[src/rtl/calc_alu_pkg.sv]
package calc_alu_pkg;

   localparam int SEL_W = 3;

   localparam logic [SEL_W-1:0] SEL_ADD = 3'b000;
   localparam logic [SEL_W-1:0] SEL_SUB = 3'b001;
   localparam logic [SEL_W-1:0] SEL_DBL = 3'b010;
   localparam logic [SEL_W-1:0] SEL_AND = 3'b011;
   localparam logic [SEL_W-1:0] SEL_OR  = 3'b100;
   localparam logic [SEL_W-1:0] SEL_XOR = 3'b101;

   // One-hot classification of the operation code
   typedef struct packed {
      logic add;
      logic sub;
      logic dbl;
      logic land;
      logic lor;
      logic lxor;
      logic bad;
   } op_class_t;

   typedef enum logic [1:0] {
      LOGIC_AND = 2'd0,
      LOGIC_OR  = 2'd1,
      LOGIC_XOR = 2'd2,
      LOGIC_OFF = 2'd3
   } logic_fn_t;

endpackage

[src/rtl/calc_op_decode.sv]
module calc_op_decode
   import calc_alu_pkg::*;
(
   input  logic [SEL_W-1:0] op_sel,
   output op_class_t        cls,
   output logic_fn_t        lfn
);

   always_comb begin
      cls = '0;
      lfn = LOGIC_OFF;
      unique case (op_sel)
         SEL_ADD: cls.add = 1'b1;
         SEL_SUB: cls.sub = 1'b1;
         SEL_DBL: cls.dbl = 1'b1;
         SEL_AND: begin cls.land = 1'b1; lfn = LOGIC_AND; end
         SEL_OR:  begin cls.lor  = 1'b1; lfn = LOGIC_OR;  end
         SEL_XOR: begin cls.lxor = 1'b1; lfn = LOGIC_XOR; end
         default: cls.bad = 1'b1;
      endcase
   end

   // every code maps to exactly one class, so the unused codes land in bad
   always_comb begin
      assert_decode_onehot_R7: assert ($countones(cls) == 1)
         else $error("decoder produced %0d active classes", $countones(cls));
   end

endmodule

[src/rtl/calc_arith_core.sv]
module calc_arith_core #(
   parameter int DATA_W      = 4,
   parameter int ADDER_STYLE = 0
) (
   input  logic [DATA_W-1:0] a,
   input  logic [DATA_W-1:0] b,
   input  logic              do_sub,
   input  logic              do_dbl,
   output logic [DATA_W:0]   sum
);

   localparam int RES_W = DATA_W + 1;

   logic [RES_W-1:0] x_ext;
   logic [RES_W-1:0] y_sel;
   logic [RES_W-1:0] y_ext;
   logic             cin;

   always_comb begin
      x_ext = {1'b0, a};
      y_sel = do_dbl ? {1'b0, a} : {1'b0, b};
      y_ext = do_sub ? ~y_sel : y_sel;
      cin   = do_sub;
   end

   generate
      if (ADDER_STYLE == 0) begin : g_behav
         assign sum = x_ext + y_ext + RES_W'(cin);
      end else begin : g_ripple
         logic [RES_W-1:0] cch;
         assign cch[0] = cin;
         for (genvar i = 0; i < RES_W; i++) begin : g_bit
            logic prop;
            logic gen;
            assign prop   = x_ext[i] ^ y_ext[i];
            assign gen    = x_ext[i] & y_ext[i];
            assign sum[i] = prop ^ cch[i];
            if (i < RES_W - 1) begin : g_carry
               assign cch[i+1] = gen | (prop & cch[i]);
            end
         end
      end
   endgenerate

   // the adder output agrees with integer arithmetic on the operands
   always_comb begin
      if (!do_sub && !do_dbl) begin
         assert_add_sum_R1: assert (int'(sum) == int'(a) + int'(b))
            else $error("add sum %0d for %0d+%0d", sum, a, b);
      end
      if (do_dbl && !do_sub) begin
         assert_dbl_sum_R4: assert (int'(sum) == 2 * int'(a))
            else $error("double sum %0d for %0d", sum, a);
      end
      if (do_sub && !do_dbl) begin
         assert_sub_wrap_R2: assert (int'(sum) == ((int'(a) - int'(b)) & ((1 << RES_W) - 1)))
            else $error("difference %0d for %0d-%0d", sum, a, b);
      end
   end

endmodule

[src/rtl/calc_logic_core.sv]
module calc_logic_core
   import calc_alu_pkg::*;
#(
   parameter int DATA_W = 4
) (
   input  logic [DATA_W-1:0] a,
   input  logic [DATA_W-1:0] b,
   input  logic_fn_t         fn,
   output logic [DATA_W:0]   res
);

   localparam int RES_W = DATA_W + 1;

   logic [RES_W-1:0] xa;
   logic [RES_W-1:0] xb;

   assign xa = {1'b0, a};
   assign xb = {1'b0, b};

   for (genvar i = 0; i < RES_W; i++) begin : g_lane
      always_comb begin
         unique case (fn)
            LOGIC_AND: res[i] = xa[i] & xb[i];
            LOGIC_OR:  res[i] = xa[i] | xb[i];
            LOGIC_XOR: res[i] = xa[i] ^ xb[i];
            default:   res[i] = 1'b0;
         endcase
      end
   end

endmodule

[src/rtl/flag_alu.sv]
module flag_alu
   import calc_alu_pkg::*;
#(
   parameter int DATA_W      = 4,
   parameter int ADDER_STYLE = 0
) (
   input  logic [DATA_W-1:0] op_a,
   input  logic [DATA_W-1:0] op_b,
   input  logic [SEL_W-1:0]  op_sel,
   output logic [DATA_W:0]   result,
   output logic              carry_flag,
   output logic              neg_flag,
   output logic              ovf_flag
);

   localparam int RES_W = DATA_W + 1;

   generate
      if (DATA_W < 1 || DATA_W > 30) begin : g_chk_width
         $error("flag_alu: DATA_W must lie in 1..30");
      end
      if (ADDER_STYLE != 0 && ADDER_STYLE != 1) begin : g_chk_style
         $error("flag_alu: ADDER_STYLE must be 0 or 1");
      end
   endgenerate

   op_class_t        cls;
   logic_fn_t        lfn;
   logic [RES_W-1:0] arith_sum;
   logic [RES_W-1:0] logic_res;

   calc_op_decode u_decode (
      .op_sel (op_sel),
      .cls    (cls),
      .lfn    (lfn)
   );

   calc_arith_core #(
      .DATA_W      (DATA_W),
      .ADDER_STYLE (ADDER_STYLE)
   ) u_arith (
      .a      (op_a),
      .b      (op_b),
      .do_sub (cls.sub),
      .do_dbl (cls.dbl),
      .sum    (arith_sum)
   );

   calc_logic_core #(
      .DATA_W (DATA_W)
   ) u_logic (
      .a   (op_a),
      .b   (op_b),
      .fn  (lfn),
      .res (logic_res)
   );

   always_comb begin
      result     = '1;
      carry_flag = 1'b0;
      neg_flag   = 1'b0;
      ovf_flag   = 1'b0;
      if (cls.add || cls.dbl) begin
         result     = arith_sum;
         carry_flag = arith_sum[DATA_W];
      end else if (cls.sub) begin
         result   = arith_sum;
         neg_flag = arith_sum[DATA_W];
         ovf_flag = arith_sum[DATA_W];
      end else if (cls.land || cls.lor || cls.lxor) begin
         result = logic_res;
      end
   end

   // Port-level checks against independent comparisons of the inputs
   always_comb begin
      if (op_sel == SEL_SUB) begin
         assert_sub_flags_R3: assert (neg_flag == (op_b > op_a) && ovf_flag == (op_b > op_a) && !carry_flag)
            else $error("subtract flags n=%b o=%b c=%b", neg_flag, ovf_flag, carry_flag);
      end
      if (op_sel == SEL_AND || op_sel == SEL_OR || op_sel == SEL_XOR) begin
         assert_logic_quiet_R6: assert (!carry_flag && !neg_flag && !ovf_flag && !result[DATA_W])
            else $error("logic op raised a flag or top bit");
      end
      assert_neg_ovf_pair_R8: assert (neg_flag == ovf_flag)
         else $error("negative and overflow flags differ");
   end

endmodule

[config.mk]
export PLATFORM = sky130hd
export DESIGN_NAME = flag_alu
export DESIGN_NICKNAME = d
export VERILOG_FILES = /design/src/rtl/calc_alu_pkg.sv /design/src/rtl/calc_op_decode.sv /design/src/rtl/calc_arith_core.sv /design/src/rtl/calc_logic_core.sv /design/src/rtl/flag_alu.sv
export SDC_FILE = /design/constraint.sdc
export NUM_CORES = 1
export LEC_CHECK = 0
export BUFFER_PORTS_ARGS = -buffer_cell sky130_fd_sc_hd__buf_2
export CELL_PAD_IN_SITES_DETAIL_PLACEMENT = 1
export CELL_PAD_IN_SITES_GLOBAL_PLACEMENT = 1
export CORE_MARGIN = 5
export CORE_UTILIZATION = 39
export DETAILED_ROUTE_END_ITERATION = 7
export PLACE_DENSITY = 0.83
export SLEW_MARGIN = 15
export SYNTH_ARGS = -nofsm -noshare
export SYNTH_HDL_FRONTEND = slang
export SYNTH_SLANG_ARGS = --single-unit
[constraint.sdc]
create_clock -name vclk -period 3.8
set_input_delay 0.57 -clock vclk [all_inputs]
set_output_delay 0.57 -clock vclk [all_outputs]
set_load 0.03 [all_outputs]
After elaboration in Yosys (flattened, before gate mapping). Index checks and enable logic that the tools add are counted.

Word-level logic and storage cells: 46. Input port bits: 11. Output and inout bits: 8. Flip-flop bits (word level): 0.

Bitwise operators: 13. Reductions and logical operators: 5. Multiplexer cells: 19. Eq/ne operators: 7. Add/subtract/negate cells: 2.

Operator list (number): $mux W5 (4); $pmux W1 S3 (4); $mux W1 (9); $eq A3 B2 Y1 const B (2); $eq A3 B3 Y1 const B (2); $pmux W2 S3 (1); $add A4 B5 Y5 (1); $add A5 B1 Y5 (1); $not A5 Y5 (1); $and A1 B1 Y1 (4); $mux W4 (1); $or A1 B1 Y1 (4); $xor A1 B1 Y1 (4); $eq A3 B1 Y1 const B (1); $logic_not A3 Y1 (1); $logic_or A1 B1 Y1 (3); $eq A2 B1 Y1 const B (1); $eq A2 B2 Y1 const B (1); $logic_not A2 Y1 (1).

Longest topological paths before layout. Gate-level depths: netlist (run 1).

Depth in word-level cells: 9. Mapped depth: 11. Mapped depth without buffers: 10.

Hierarchy. Synthesis (run 1) repeated with hierarchy kept, for this count alone.

Cells, all modules: 82. Area, all modules: 684.4 um2.

By module, submodules not included: calc_arith_core (area an instance 250.2 um2, instances 1, cells each 26, sequential area each 0.0 um2); calc_logic_core (area an instance 231.5 um2, instances 1, cells each 28, sequential area each 0.0 um2); flag_alu (area an instance 130.1 um2, instances 1, cells each 18, sequential area each 0.0 um2); calc_op_decode (area an instance 72.6 um2, instances 1, cells each 10, sequential area each 0.0 um2).

Worst setup path after synthesis (run 1). Ideal clock, no wire load.

Kind: input port to output port. Start: input port op_sel[1]. End: output port result[4]. Path buffers: 2. Cell stages on the path: 11. Data required time: 3.230 ns. Arrival: 3.362 ns. Setup slack: -0.132 ns. Path through: buf_4 buf_2 o21ai_0 o22ai_1 a21oi_1 fa_1 a21o_1 a21oi_1 ha_1 nor3_1 a221o_1.

Longest elaborated chain between the ends: 9. Elaborated cells between the ends (all ways): 23. Classes of those cells: add/sub: 2; eq/ne: 5; mux: 11; bitwise: 1; reduce/logical: 4.

RTL lines: from (decl) (RTL line flag_alu.sv:9) `input logic [SEL_W-1:0] op_sel,`; $eq A3 B2 Y1; $mux W1 (RTL line calc_op_decode.sv:12) `unique case (op_sel)`; $mux W4 (RTL line calc_arith_core.sv:21) `y_sel = do_dbl ? {1'b0, a} : {1'b0, b};`; $not A5 Y5 (RTL line calc_arith_core.sv:22) `y_ext = do_sub ? ~y_sel : y_sel;`; $mux W5 (RTL line calc_arith_core.sv:22); $add A4 B5 Y5 (RTL line calc_arith_core.sv:28) `assign sum = x_ext + y_ext + RES_W'(cin);`; $add A5 B1 Y5 (RTL line calc_arith_core.sv:28); $mux W5 (RTL line flag_alu.sv:66) `end else if (cls.sub) begin`; $mux W5 * (RTL line flag_alu.sv:63) `if (cls.add || cls.dbl) begin`; to (decl) (RTL line flag_alu.sv:10) `output logic [DATA_W:0] result,`.

Mark *: on every way between the ends. The rest lies on a longest branch, timed or not.

Worst setup path in the final report (run 1).
Start: input port op_sel[2]. End: output port result[4].

The elaborated chain is that of the path after synthesis.

==> metrics.cfg, run 1 <==
[power_and_ir_drop]
power.leakage_nw = 0.3680
vdd_ir_drop_max_v = 0.00006854
p_per_area_mw_per_mm2 = 168.8

[critical_path]
cp_slowest_cell = fa_1
end_kind = output port
crit_path_max_incr_delay_ns = 0.45
crit_fanout = 18
arrival_ns = 2.96
worstPathCellList = clkbuf_4 -> o21ai_0 -> o21ai_0 -> o22ai_1 -> a21oi_1 -> fa_1 -> a21o_1 -> a21oi_1 -> ha_1 -> nor3_2 -> a221o_1 -> buf_2
crit_type = in2out
critPathLaunchType = input port
crit_required_ns = 3.23

[placement]
gp_congestion = 0.7511
hpwl_um = 1285
io_buffers = 19
place_area_um2 = 685.7

[synthesis]
yosys-top-cells-area = ha_1 24%, o21ai_0 8.1%, o22ai_1 7.1%
synth.area.mux_share_pct = 1.623
synth_warnings = 0
synth-simple-area-share_pct = 12.98
syn-num-nets = 109
synthXorXnorAreaFrac_pct = 4.260
yosysSeqAreaShare_pct = 0
synth_fa_ha_area_share_pct = 27.59
synth_cell_type_count = 26
synth_top_family_by_area = compound AO/OA/AOI/OAI gates
netlist_area_um2 = 616.8
avgSynthCellArea_um2 = 7.257
synthCells = 85
synth_compound_area_share_pct = 38.54
yosysTopAreaCellShare_pct = 24.34
synth.largest_area_cell = ha_1

[sta]
relSlewSlack_pct = 75.18
worst_pin_slew_ns = 0.3722
fin_setup_tns_ns = 0
maxSlewViolCount = 0
final_hold_viol_count = 0
hold_ws_ns = 1.631
period_share_pct = 92.85
setup-violations-final = 0
layout_min_cycle_time_ns = 3.528
max_freq_mhz = 283.4
rsz0062_at_grt = false

[global_route]
antenna_found_initial = 0
grt_usage_pct = 13.25
first_global_vias = 650
grt_overflow = 0
grt_pass1_wl_um = 2829
grt_max_degree = 22

[routing]
wire_per_inst_um = 14.70
ant_nets = 0
drt_iter0_drc = 3
vias = 667
wl_um = 1661
via_per_inst = 5.903
post-route-drc-count = 0
drt_pass1_iterations = 3

[floorplan]
die_w_um = 49.77
die_area_mm2 = 0.002477
rows = 14
die_h_um = 49.77
initial_utilization_pct = 40.95
core-area_mm2 = 0.001506
io_pins = 19

[final_layout]
multiInputGateArea_um2 = 529.3
area_delta_synth_final_pct = 11.56
fillCellCount = 205
diodes = 0
drive_gt1_share_pct = 22.68
clockBufferCount = 0
nNetsFinal = 123
final_common_cell = buf_2
seq_area_um2 = 0
design_area_um2 = 688.2
flops_and_latches = 0
final_cell_mix = 18 x buf_2, 12 x ha_1, 11 x inv_1

[clock_network]
hold_buffers = 0

[flow_run]
cap_violations = 0

[min_path]
hp-class = in2out

[status]
outcome = complete, no violations

==> timing repair <==
| item | 4_1_cts | 5_1_grt |
|---|---|---|
| setup buffers | 0 | 0 |
| setup endpoints to repair | 0 | 1 |
| resized for setup | 0 | 1 |
==> path summary, 6_finish.rpt <==
check,cells past startpoint,to,from,slack [ns]
setup / recovery,12,result[4],op_sel[2],0.27
hold / removal,3,carry_flag,op_sel[2],1.63
==> where the power goes <==
group          total, mW  switching (mW)  internal [mW]
logic              0.116          0.0715         0.0447
clock network          0               0              0
registers              0               0              0
==> cell type report <==
class,instances,area share [%]
inverter,11,6.000
tap,16,2.909
timing repair buffer,19,14.18
multi-input combinational,67,76.91
==> worst max-delay path: cells and delay by family <==
family	cells	cell delay [ns]
compound gates	7	1.05
simple gates	1	0.20
buf+inv	2	0.40
fa+ha+maj	2	0.73
==> routing by layer <==
| layer | GRT usage [%] | vias to the layer above | wire, um | share of wire (%) |
|---|---|---|---|---|
| met2 | 25.85 | 13 | 842 | 51 |
| met4 | 0 | 0 | 0 | 0 |
| met3 | 1.205 | 0 | 72 | 4.3 |
| li1 | - | 336 | - | - |
| met5 | 0 | - | 0 | 0 |
| met1 | 16.22 | 318 | 746 | 45 |
==> kinds of logic (layout without fill, tap and decap cells) <==
family                   Yosys count  count (layout)
AO/OA/AOI/OAI                     37              37
XOR/XNOR                           3               3
adder cells (fa/ha/maj)           13              13
buffers and inverters             18              30
multiplexers                       1               1
AND/OR/NAND/NOR                   13              13
==> synthesized netlist by cell type, types with 2 or more instances <==
| cell | number |
|---|---|
| ha_1 | 12 |
| inv_1 | 11 |
| o21ai_0 | 10 |
| a21oi_1 | 7 |
| o22ai_1 | 7 |
| a21o_1 | 4 |
| nor3_1 | 4 |
| nand2_1 | 3 |
| xor2_1 | 3 |
| a22o_1 | 2 |
| buf_2 | 2 |
| buf_4 | 2 |
| buf_6 | 2 |
| nor2_1 | 2 |
| o221ai_1 | 2 |
| o31a_1 | 2 |
==> through the flow <==
stage / power, mW / cells / setup WS [ns] / util, %
after CTS: 0.1177 / 113 / 0.1662 / 45.52
after detailed placement: 0.1170 / 113 / 0.1821 / 45.52
after global placement: 0.1129 / 113 / 0.3174 / 45.52
final: 0.1162 / 113 / 0.2718 / 45.68
after global routing: 0.1307 / 113 / 0.05959 / 45.68
after floorplan: 0.08855 / 85 / 0.1544 / -
No activity file was read; power rests on OpenSTA's default activity.
==> inputs of run 2 (changes only) <==
Settings changed: CELL_PAD_IN_SITES_DETAIL_PLACEMENT 1 to 0, CELL_PAD_IN_SITES_GLOBAL_PLACEMENT 1 to 2, CORE_UTILIZATION 39 to 30.
==> run 2 against run 1 <==
Compared with the run above: wire length fell by 8.5%; worst hold slack improved by 0.039 ns; highest routed layer unchanged; largest power group unchanged; power down 1.0%; clock-buffer cell count stayed put; worst setup slack lost 0.024 ns; design area grew 2.7%; sequential share of layout area unchanged.
==> metrics.cfg, run 2 (synthesis gave the netlist of run 1 again) <==
[routing]
ant_nets = 0  ; unchanged
wl_um = 1520  ; -8.5%
via_per_inst = 5.160  ; -13%
drt_iter0_drc = 6  ; +3
vias = 645  ; -3.3%
drt_pass1_iterations = 2  ; -1
wire_per_inst_um = 12.16  ; -17%
post-route-drc-count = 0  ; unchanged

[final_layout]
clockBufferCount = 0  ; unchanged
seq_area_um2 = 0  ; unchanged
nNetsFinal = 124  ; +0.81%
diodes = 0  ; unchanged
design_area_um2 = 706.9  ; +2.7%
fillCellCount = 233  ; +14%
final_common_cell = buf_2
final_cell_mix = 19 x buf_2, 12 x ha_1, 11 x inv_1
flops_and_latches = 0  ; unchanged
multiInputGateArea_um2 = 529.3  ; unchanged
area_delta_synth_final_pct = 14.60
drive_gt1_share_pct = 23.47  ; +0.79 points

[power_and_ir_drop]
pwr-share-clk_pct = 0  ; unchanged
p_sw_mw = 0.07015  ; -1.9%
seq_power_share_pct = 0  ; unchanged
p_comb_share_pct = 100.0  ; about the same
swShare_pct = 61.01  ; -0.55 points
power.leakage_nw = 0.3721  ; +1.1%
total_power_mw = 0.1150  ; -1.0%
p_per_area_mw_per_mm2 = 162.7  ; -3.7%
vdd_ir_drop_max_v = 0.00008222  ; +20%
internal_power_mw = 0.04484  ; +0.39%

[critical_path]
critPathLaunchType = input port
crit_required_ns = 3.23  ; about the same
arrival_ns = 2.98  ; +0.02 ns
worstPathCellList = buf_2 -> inv_1 -> o22ai_1 -> a21oi_1 -> fa_1 -> a21o_1 -> a21oi_1 -> ha_1 -> nor3_2 -> a221o_1 -> buf_2
cp_slowest_cell = fa_1
crit_type = in2out
crit_fanout = 18  ; unchanged
crit_path_max_incr_delay_ns = 0.44  ; about the same
end_kind = output port

[min_path]
hp-class = in2out
whs_path_depth = 5  ; +2

[floorplan]
rows = 16  ; +2
io_pins = 19  ; unchanged
die_w_um = 55.35  ; +11%
die_area_mm2 = 0.003063  ; +24%
die_h_um = 55.35  ; +11%
core-area_mm2 = 0.001962  ; +30%
initial_utilization_pct = 31.44  ; -9.5 points

[global_route]
antenna_found_initial = 0  ; unchanged
grt_pass1_wl_um = 2649  ; -6.4%
first_global_vias = 611  ; -6.0%
grt_overflow = 0  ; unchanged
grt_max_degree = 22  ; unchanged
grt_usage_pct = 9.713  ; -3.5 points

[sta]
layout_min_cycle_time_ns = 3.552  ; +0.02426 ns
hold_ws_ns = 1.670  ; +0.03935 ns
max_freq_mhz = 281.5  ; -0.68%
relSlewSlack_pct = 75.87  ; +0.69 points
fin_setup_tns_ns = 0  ; unchanged
maxSlewViolCount = 0  ; unchanged
rsz0062_at_grt = false
final_hold_viol_count = 0  ; unchanged
worst_pin_slew_ns = 0.3620  ; -0.01028 ns
period_share_pct = 93.49  ; +0.64 points
setup-violations-final = 0  ; unchanged

[placement]
hpwl_um = 1197  ; -6.8%
io_buffers = 19  ; unchanged
place_area_um2 = 706.9  ; +3.1%
gp_congestion = 0.7726  ; +2.9%

[clock_network]
hold_buffers = 0  ; unchanged
cts-resized-gates = 0  ; unchanged
post_cts_buffers = 0  ; unchanged

[flow_run]
cap_violations = 0  ; unchanged

[status]
outcome = complete, no violations

[run 2: cell count changes in the layout (fill, tap and decap cells not counted), sizes merged]
| cell | before | now |
|---|---|---|
| buf | 18 | 20 |
| clkbuf | 1 | 0 |
[run 2: layer usage]
metal	part of all wire (%)	vias to the layer above	track usage [%]	routed length, um
met4	0	0	0	0
li1	-	337	-	-
met1	50	296	14.07	755
met3	2.7	0	0.4662	41
met5	0	-	0	0
met2	48	12	16.72	723
[run 2: critical path: cells and delay by family]
family          cells  cell delay, ns
compound gates      5            0.79
fa+ha+maj           2            0.71
buf+inv             3            0.69
simple gates        1            0.19
[run 2: per-stage QoR]
step	util [%]	cells	worst slack, ns
after floorplan	-	85	0.1544
after global placement	36.03	125	0.3017
after detailed placement	36.03	125	0.2486
after CTS	36.03	125	0.2384
after global routing	36.03	125	0.08957
final	36.03	125	0.2476
[run 2: power groups by stage]
stage               Sequential [mW]  Combinational, mW  Clock (mW)
floorplan                         0             0.0886           0
global placement                  0              0.115           0
finish                            0              0.115           0
global route                      0              0.127           0
detailed placement                0              0.116           0
CTS                               0              0.116           0
[run 2: final cells by class]
class,instances,area share [%]
repair buffers,20,14.51
well taps,27,4.779
inverters,11,5.841
multi-input cells,67,74.87
[run 2: path summary, 6_finish.rpt]
check,startpoint,endpoint,slack [ns]
max,op_sel[2],result[4],0.25
min,op_b[0],result[0],1.67
